### src/rtl/gpiomux_pkg.sv
package gpiomux_pkg;

    typedef enum logic [1:0] {
        BANK_IN_VAL  = 2'd0,
        BANK_IN_EN   = 2'd1,
        BANK_OUT_EN  = 2'd2,
        BANK_OUT_VAL = 2'd3
    } bank_e;

    typedef enum logic [1:0] {
        PIN_ANALOG = 2'd0,
        PIN_DIN    = 2'd1,
        PIN_DOUT   = 2'd2
    } pin_mode_e;

    // Output enable wins over input enable.
    function automatic pin_mode_e decode_mode(input logic ie, input logic oe);
        if (oe)
            return PIN_DOUT;
        else if (ie)
            return PIN_DIN;
        else
            return PIN_ANALOG;
    endfunction

endpackage

### src/rtl/gpiomux_sync.sv
module gpiomux_sync #(
    parameter int WIDTH = 32
) (
    input  logic             clk,
    input  logic             rst_n,
    input  logic [WIDTH-1:0] d,
    output logic [WIDTH-1:0] q
);

    logic [WIDTH-1:0] stage1_q;
    logic [WIDTH-1:0] stage2_q;

    always_ff @(posedge clk or negedge rst_n) begin
        if (!rst_n) begin
            stage1_q <= '0;
            stage2_q <= '0;
        end else begin
            stage1_q <= d;
            stage2_q <= stage1_q;
        end
    end

    assign q = stage2_q;

    // Edges since reset, saturating at 2, so that $past never reaches into reset.
    logic [1:0] age_q;
    always_ff @(posedge clk or negedge rst_n) begin
        if (!rst_n)
            age_q <= 2'd0;
        else if (age_q != 2'd2)
            age_q <= age_q + 2'd1;
    end

    p_two_stage_r9: assert property (@(posedge clk) disable iff (!rst_n)
        (age_q == 2'd2) |-> (q == $past(d, 2)));

endmodule

### src/rtl/gpiomux_bank.sv
module gpiomux_bank #(
    parameter int NPINS  = 32,
    parameter int BYTE_W = 8,
    localparam int LANES  = NPINS / BYTE_W,
    localparam int LANE_W = (LANES > 1) ? $clog2(LANES) : 1
) (
    input  logic              clk,
    input  logic              rst_n,
    input  logic              wr_en,
    input  logic [LANE_W-1:0] lane,
    input  logic [BYTE_W-1:0] wdata,
    output logic [NPINS-1:0]  q
);

    for (genvar b = 0; b < LANES; b++) begin : g_byte
        // Reverse ordering: byte 0 (lowest pins) sits at the highest lane.
        localparam logic [LANE_W-1:0] MY_LANE = LANE_W'(LANES - 1 - b);

        logic [BYTE_W-1:0] byte_q;
        logic              hit;

        assign hit = wr_en && (lane == MY_LANE);

        always_ff @(posedge clk or negedge rst_n) begin
            if (!rst_n)
                byte_q <= '0;
            else if (hit)
                byte_q <= wdata;
        end

        assign q[b*BYTE_W +: BYTE_W] = byte_q;

        p_lane_write_r4: assert property (@(posedge clk) disable iff (!rst_n)
            (wr_en && lane == MY_LANE) |=> (q[b*BYTE_W +: BYTE_W] == $past(wdata)));

        p_lane_hold_r4: assert property (@(posedge clk) disable iff (!rst_n)
            !(wr_en && lane == MY_LANE) |=> $stable(q[b*BYTE_W +: BYTE_W]));
    end

endmodule

### src/rtl/gpiomux_pin_mode.sv
module gpiomux_pin_mode
    import gpiomux_pkg::*;
#(
    parameter int NPINS = 32
) (
    input  logic [NPINS-1:0] in_en,
    input  logic [NPINS-1:0] out_en,
    input  logic [NPINS-1:0] out_val,
    output logic [NPINS-1:0] pad_oe,
    output logic [NPINS-1:0] pad_out,
    output logic [NPINS-1:0] in_mask,
    output logic [NPINS-1:0] digital
);

    for (genvar i = 0; i < NPINS; i++) begin : g_pin
        pin_mode_e mode;
        logic      oe_l;
        logic      out_l;
        logic      in_l;

        assign mode = decode_mode(in_en[i], out_en[i]);

        always_comb begin
            oe_l  = 1'b0;
            out_l = 1'b0;
            in_l  = 1'b0;
            unique case (mode)
                PIN_DOUT: begin
                    oe_l  = 1'b1;
                    out_l = out_val[i];
                end
                PIN_DIN: begin
                    in_l = 1'b1;
                end
                PIN_ANALOG: begin
                end
                default: begin
                end
            endcase
        end

        assign pad_oe[i]  = oe_l;
        assign pad_out[i] = out_l;
        assign in_mask[i] = in_l;
        assign digital[i] = (mode != PIN_ANALOG);
    end

endmodule

### src/rtl/gpiomux_regfile.sv
module gpiomux_regfile
    import gpiomux_pkg::*;
#(
    parameter int NPINS  = 32,
    parameter int BYTE_W = 8,
    localparam int LANES  = NPINS / BYTE_W,
    localparam int LANE_W = (LANES > 1) ? $clog2(LANES) : 1,
    localparam int ADDR_W = LANE_W + 2
) (
    input  logic              clk,
    input  logic              rst_n,
    input  logic [ADDR_W-1:0] addr,
    input  logic              wr_en,
    input  logic [BYTE_W-1:0] wdata,
    output logic [BYTE_W-1:0] rdata,
    input  logic [NPINS-1:0]  pin_in,
    output logic [NPINS-1:0]  pin_out,
    output logic [NPINS-1:0]  pin_oe,
    output logic [NPINS-1:0]  is_gpio
);

    bank_e             bank_sel;
    logic [LANE_W-1:0] lane_sel;
    logic [LANE_W-1:0] byte_idx;
    logic [NPINS-1:0]  bank_q [4];
    logic [NPINS-1:0]  sync_q;
    logic [NPINS-1:0]  in_mask;

    assign bank_sel = bank_e'(addr[ADDR_W-1 -: 2]);
    assign lane_sel = addr[LANE_W-1:0];
    assign byte_idx = LANE_W'(LANES - 1) - lane_sel;

    // Writable banks 1..3; bank 0 has no storage of its own.
    for (genvar g = 1; g < 4; g++) begin : g_bank
        gpiomux_bank #(
            .NPINS  (NPINS),
            .BYTE_W (BYTE_W)
        ) u_bank (
            .clk   (clk),
            .rst_n (rst_n),
            .wr_en (wr_en && (addr[ADDR_W-1 -: 2] == 2'(g))),
            .lane  (lane_sel),
            .wdata (wdata),
            .q     (bank_q[g])
        );
    end

    gpiomux_sync #(
        .WIDTH (NPINS)
    ) u_sync (
        .clk   (clk),
        .rst_n (rst_n),
        .d     (pin_in),
        .q     (sync_q)
    );

    gpiomux_pin_mode #(
        .NPINS (NPINS)
    ) u_mode (
        .in_en   (bank_q[1]),
        .out_en  (bank_q[2]),
        .out_val (bank_q[3]),
        .pad_oe  (pin_oe),
        .pad_out (pin_out),
        .in_mask (in_mask),
        .digital (is_gpio)
    );

    assign bank_q[0] = sync_q & in_mask;

    always_comb begin
        rdata = '0;
        unique case (bank_sel)
            BANK_IN_VAL:  rdata = bank_q[0][byte_idx*BYTE_W +: BYTE_W];
            BANK_IN_EN:   rdata = bank_q[1][byte_idx*BYTE_W +: BYTE_W];
            BANK_OUT_EN:  rdata = bank_q[2][byte_idx*BYTE_W +: BYTE_W];
            BANK_OUT_VAL: rdata = bank_q[3][byte_idx*BYTE_W +: BYTE_W];
            default:      rdata = '0;
        endcase
    end

    p_reset_state_r1: assert property (@(posedge clk) disable iff (!rst_n)
        $rose(rst_n) |-> (is_gpio == '0 && pin_oe == '0 && pin_out == '0));

    p_drive_only_oe_r5: assert property (@(posedge clk) disable iff (!rst_n)
        ((pin_out & ~pin_oe) == '0));

    p_oe_is_gpio_r8: assert property (@(posedge clk) disable iff (!rst_n)
        ((pin_oe & ~is_gpio) == '0));

    p_inval_ignored_r11: assert property (@(posedge clk) disable iff (!rst_n)
        (wr_en && bank_sel == BANK_IN_VAL) |=>
            ($stable(bank_q[1]) && $stable(bank_q[2]) && $stable(bank_q[3])));

    p_inval_masked_r10: assert property (@(posedge clk) disable iff (!rst_n)
        (bank_sel == BANK_IN_VAL) |->
            ((rdata & pin_oe[byte_idx*BYTE_W +: BYTE_W]) == '0));

endmodule

### config.mk
export PLATFORM = sky130hd
export DESIGN_NAME = gpiomux_regfile
export DESIGN_NICKNAME = d
export VERILOG_FILES = /design/src/rtl/gpiomux_pkg.sv /design/src/rtl/gpiomux_sync.sv /design/src/rtl/gpiomux_bank.sv /design/src/rtl/gpiomux_pin_mode.sv /design/src/rtl/gpiomux_regfile.sv
export SDC_FILE = /design/constraint.sdc
export NUM_CORES = 1
export LEC_CHECK = 0
export BUFFER_PORTS_ARGS = -buffer_cell sky130_fd_sc_hd__buf_4
export CORE_MARGIN = 3
export CORE_UTILIZATION = 40
export DETAILED_ROUTE_END_ITERATION = 8
export PLACE_DENSITY_LB_ADDON = 0.25
export SLEW_MARGIN = 20
export SYNTH_ARGS = -nofsm -noshare
export SYNTH_HDL_FRONTEND = slang
export SYNTH_HIERARCHICAL = 1
export SYNTH_SLANG_ARGS = --single-unit
### constraint.sdc
create_clock -name clk -period 2.23 [get_ports clk]
set_clock_uncertainty 0.15 [all_clocks]
set_input_delay 0.5575 -clock clk [delete_from_list [all_inputs] [get_ports clk]]
set_output_delay 0.5575 -clock clk [all_outputs]
set_load 0.05 [all_outputs]
Word level (Yosys, flattened, before mapping)
Index checks and enable logic that the tools add are counted.
{ "word_totals": {"out_inout_bits": 104, "word_cells": 300, "ff_bits": 160} }
{ "op_classes": {"bitwise": 1, "eq_ne": 70, "muxes": 161, "n_shift": 4, "add_sub_neg": 1, "n_reduce_logical": 49} }
{ "ops": {"columns": ["op", "count"], "rows": [
  ["$mux 1", 128],
  ["$shiftx 32x6->8", 4],
  ["$eq 2x2->1 const B", 36],
  ["$eq 2x1->1 const B", 34],
  ["$mux 2", 32],
  ["$reduce_bool 2->1", 32],
  ["$and 32x32->32", 1],
  ["$pmux 8 s4", 1],
  ["$logic_and 1x1->1", 15],
  ["$logic_not 2->1", 2],
  ["$sub 2x2->2 const A", 1]
]} }

Longest topological paths before layout
{ "depth": {"ltp_word": 7, "ltp_mapped": 7} }

Modules after synthesis
The synthesis kept the hierarchy.
{ "modules_own_cells": {"columns": ["module", "area_per_inst_um2", "n_inst", "seq_area_each_um2", "cells_per_inst"], "rows": [
  ["gpiomux_bank", 1212.4, 3, 800.8, 68],
  ["gpiomux_sync", 1601.5, 1, 1601.5, 64],
  ["gpiomux_pin_mode", 1456.4, 1, 0.0, 224],
  ["gpiomux_regfile", 1285.0, 1, 0.0, 180]
]} }

Worst setup path before layout
Ideal clock, no wire load.
{ "synth_timing": {"path_kind": "input to output", "start": "in addr[3]", "end": "out rdata[7]", "path_slack_ns": -0.546, "cell_stages": 6, "n_path_buf": 2, "t_arrival_ns": 2.069, "path_cell_list": "buf_6 > buf_4 > nand3b_1 > a221oi_1 > a21oi_1 > a21oi_1"} }
{ "synth_between": {"elab_chain_len": 2, "elab_cells_between_ends": 5} }
{ "synth_rtl": {"columns": ["item", "line", "source"], "rows": [
  ["from (decl)", "gpiomux_regfile.sv:12", "input logic [ADDR_W-1:0] addr,"],
  ["$eq 2x2->1, or another cell as far along", "gpiomux_regfile.sv:73", "unique case (bank_sel)"],
  ["$pmux 8 s4 (*)", "gpiomux_regfile.sv:73", null],
  ["to (decl)", "gpiomux_regfile.sv:15", "output logic [BYTE_W-1:0] rdata,"]
]} }
Every way passes the cells marked *; elsewhere a longest branch is shown, timed or not.

Worst setup path after layout
{ "layout_timing": {"start": "reg g_bank[1].u_bank.g_byte[2].byte_q[3]", "end": "out rdata[3]"} }
{ "layout_between": {"elab_chain_len": 7, "elab_cells_between_ends": 8} }
{ "layout_rtl": {"columns": ["item", "line", "source"], "rows": [
  ["from (decl)", "gpiomux_bank.sv:19", "logic [BYTE_W-1:0] byte_q;"],
  ["from (signal assigned)", "gpiomux_bank.sv:28", "byte_q <= wdata;"],
  ["$mux 1", "gpiomux_pkg.sv:20", "else if (ie)"],
  ["$mux 2", "gpiomux_pkg.sv:18", "if (oe)"],
  ["$eq 2x1->1", "gpiomux_pin_mode.sv:27", "unique case (mode)"],
  ["$mux 1", "gpiomux_pin_mode.sv:27", null],
  ["via in_mask[19]", "gpiomux_regfile.sv:27", "logic [NPINS-1:0] in_mask;"],
  ["$and 32x32->32", "gpiomux_regfile.sv:69", "assign bank_q[0] = sync_q & in_mask;"],
  ["$shiftx 32x6->8", "gpiomux_regfile.sv:74", "BANK_IN_VAL: rdata = bank_q[0][byte_idx*BYTE_W +: BYTE_W];"],
  ["$pmux 8 s4", "gpiomux_regfile.sv:73", null]
]} }
The timed path passes the listed nets, and every way through them passes these cells.

==> results.sh <==
export IMPL_vias=5301
export IMPL_syn_area_um2=7980
export IMPL_grt_first_pass_wirelength_mm=32.24
export IMPL_wl_per_cell_um=19.35
export IMPL_initialDrtViolationCount=293
export IMPL_die_height_um=147.2
export IMPL_rsz0062_at_grt="yes"
export IMPL_tightest_slew_ps=346.8
export IMPL_synth_xor_area_share_pct=0
export IMPL_dpl_cell_area_um2=9258
export IMPL_clockRootBuffer="clkbuf_16"
export IMPL_finalSetupViolations=8
export IMPL_power_mw=10.81
export IMPL_status="complete, but fails checks"
export IMPL_setup_ws_ps=-482.5
export IMPL_synth_seq_cells=160
export IMPL_netlist_instances=672
export IMPL_synth_distinct_cells=35
export IMPL_maxSlewViolCount=0
export IMPL_numPortBuffers=150
export IMPL_core_um2=19530
export IMPL_fp_dieW_um=147.2
export IMPL_cts_path_max_buffers=2
export IMPL_synth_mux_area_share_pct=18.44
export IMPL_finalHoldViolCount=0
export IMPL_dieArea_um2=21680
export IMPL_drtPass1Iterations=4
export IMPL_ys_warn_count=6
export IMPL_cts_tree="built"
export IMPL_violations="setup timing"
export IMPL_met3_usage_pct=4.442
export IMPL_clkLatencyLatePin_ps=420
export IMPL_endpoint_kind="primary output"
export IMPL_synthTopCellsByArea="dfrtp_1 50%, mux2_2 14%, buf_4 9.5%, nor2b_1 2.6%, or2_1 2.5%"
export IMPL_cp_cell_sequence="nor2b_1 -> and2_1 -> mux4_2 -> o22ai_2 -> buf_4 -> a21oi_4 -> buf_6"
export IMPL_worst_path_max_delay_cell="mux4_2"
export IMPL_async_flop_share_pct=100.0
export IMPL_synth_adder_area_share_pct=0
export IMPL_syn2layout_area_growth_pct=30.35
export IMPL_io_pin_count=151
export IMPL_numCtsBuffers=17
export IMPL_fmax_mhz=368.7
export IMPL_ant_nets=0
export IMPL_gr_usage_all_layers_pct=19.09
export IMPL_totalWireLength_mm=20.59
export IMPL_period_needed_ps=2713
export IMPL_ys_flop_type="dfrtp_1"
export IMPL_hold_path_class="input pin to flop"
export IMPL_yosys_area_share_simple_pct=13.42
export IMPL_required_ps=1520
export IMPL_final_period_utilization_pct=121.6
export IMPL_drc_errors=0
export IMPL_grt_overflow_total=0
export IMPL_cp_start_kind="flop"
export IMPL_use_met1_pct=26.37
export IMPL_via_per_inst=4.982
export IMPL_num_antenna_cells=0
export IMPL_arrival_ps=2010
export IMPL_whs_path_depth=1
export IMPL_drive_gt1_share_pct=57.45
export IMPL_fin_hold_ws_ps=85.59
export IMPL_start_util_pct=40.87
export IMPL_yosysTopAreaCellShare_pct=50.17
export IMPL_path_class="flop to primary output"
export IMPL_grt_max_degree=52
export IMPL_htree_levels=4
export IMPL_grt_busiest_layer="met2"
export IMPL_post_dp_hpwl_mm=14.35
export IMPL_fin_nets=835
export IMPL_fillers=1685
export IMPL_grt_pass1_vias=5715
export IMPL_synthesis_nets=719
export IMPL_reg2reg_depth=3
export IMPL_placementRows=51
export IMPL_ir_worst_vdd_mv=0.5423
export IMPL_clkTransAtPathRegs_ps=60
export IMPL_stdcell_area_um2=10400
export IMPL_synth_compound_area_share_pct=5.582
export IMPL_synth_top_cell_by_area="dfrtp_1"
export IMPL_gr_usage_met2_pct=30.78
export IMPL_syn_avg_cell_area_um2=11.88
export IMPL_cpPeakStageDelay_ps=470
export IMPL_max_slew_margin_pct=76.88
export IMPL_synth_edf_count=0
export IMPL_clkSinkCount=160
export IMPL_power_density_nw_per_um2=1039
export IMPL_path_max_fanout=2
export IMPL_antenna_found_initial=0
export IMPL_fin_util_pct=53.27
export IMPL_power_leakage_nw=4.720
export IMPL_synth_top_family_by_area="multiplexers"
export IMPL_maxCapViolations=0
export IMPL_place_congestion=0.7855
export IMPL_ys_seq_area_share_pct=50.17
## area by class of cell
class / count / area, um2 / area share, %
repair buffers: 245 / 2192 / 21.07
flip-flops and latches: 160 / 4016 / 38.61
clock inverters: 10 / 113.9 / 1.095
clock buffers: 20 / 456.7 / 4.390
well taps: 265 / 331.6 / 3.187
multi-input cells: 364 / 3292 / 31.65
## critical path: cells and delay by family (launching register included)
kind	cells	cell delay [ps]
multiplexers	1	470
flip-flops	1	370
buffers and inverters	2	300
AND/OR/NAND/NOR	2	250
AO/OA/AOI/OAI	2	190
## timing repair
item,in CTS,in global routing
pin swaps,13,17
endpoints found under the setup margin,8,9
cloned,3,1
buffers inserted,17,10
hold endpoints to repair,29,0
hold buffers,1,0
gates resized for setup,50,36
## cell usage after synthesis, types with 5 or more instances
library cell and number:
nor2b_1 33, mux4_2 7, a21boi_0 5, clkbuf_1 36, or2_1 32, a221oi_1 7
nand2_1 26, buf_6 5, mux2_2 96, buf_2 5, mux2i_1 18, nand3b_2 6
and2_1 20, nand3b_1 13, o21ai_0 15, a21oi_1 36, and2_2 12, buf_4 101
nand3_1 6, dfrtp_1 160
## kinds of logic (layout without fill, tap and decap cells)
family | after synthesis | in the layout
buf+inv | 148 | 275
simple gates | 166 | 166
compound gates | 75 | 75
flops | 160 | 160
mux | 123 | 123
## cells in the final DEF, fill, tap and decap left out, types with 16 or more instances in the layout
cell / synthesis / routed
buf_4: 101 / 207
dfrtp_1: 160 / 150
mux2_2: 96 / 96
or2_1: 32 / 31
nor2b_1: 33 / 29
nand2_1: 26 / 25
a21oi_1: 36 / 23
and2_1: 20 / 22
clkbuf_16: 0 / 18
mux2i_1: 18 / 16
## flip-flops by register name (all words and copies together), names as in the netlist
| name | cells |
|---|---|
| u_sync/stage1_q | 32 |
| g_bank.u_bank/g_byte.byte_q | 96 |
| u_sync/q | 32 |
## routing by layer
metal,wire (um),up-vias
li1,-,2431
met1,9337,2692
met2,9978,159
met3,1024,19
met4,250,0
met5,0,-
## report_power, final
part | switching (mW) | internal, mW
combinational | 2.48 | 1.67
clock | 1.15 | 1.69
sequential | 0.440 | 3.38
total | 4.07 | 6.74
## final timing paths
| path | slack [ps] | endpoint | start |
|---|---|---|---|
| worst max register to register | 1040 | g_bank[2].u_bank/g_byte[1].byte_q[2] | g_bank[2].u_bank/g_byte[1].byte_q[2] |
| worst max-delay path | -480 | rdata[3] | g_bank[1].u_bank/g_byte[2].byte_q[3] |
| worst min-delay path | 90 | u_sync/stage1_q[7] | pin_in[7] |
| min in group asynchronous | 450 | u_sync/q[22] | rst_n |
| worst min register to register | 200 | u_sync/q[10] | u_sync/stage1_q[10] |
| max in group asynchronous | 860 | g_bank[2].u_bank/g_byte[3].byte_q[0] | rst_n |
## metrics by stage
| step | std cells | TNS [ps] | setup slack (ps) |
|---|---|---|---|
| after floorplan | 672 | -654.3 | -111.0 |
| after global placement | 1003 | -2726 | -384.5 |
| after detailed placement | 1003 | -3010 | -440.0 |
| after CTS | 1054 | -2246 | -520.0 |
| after global routing | 1064 | -2696 | -575.6 |
| final | 1064 | -2060 | -482.5 |
No activity file was read; power rests on OpenSTA's default activity.
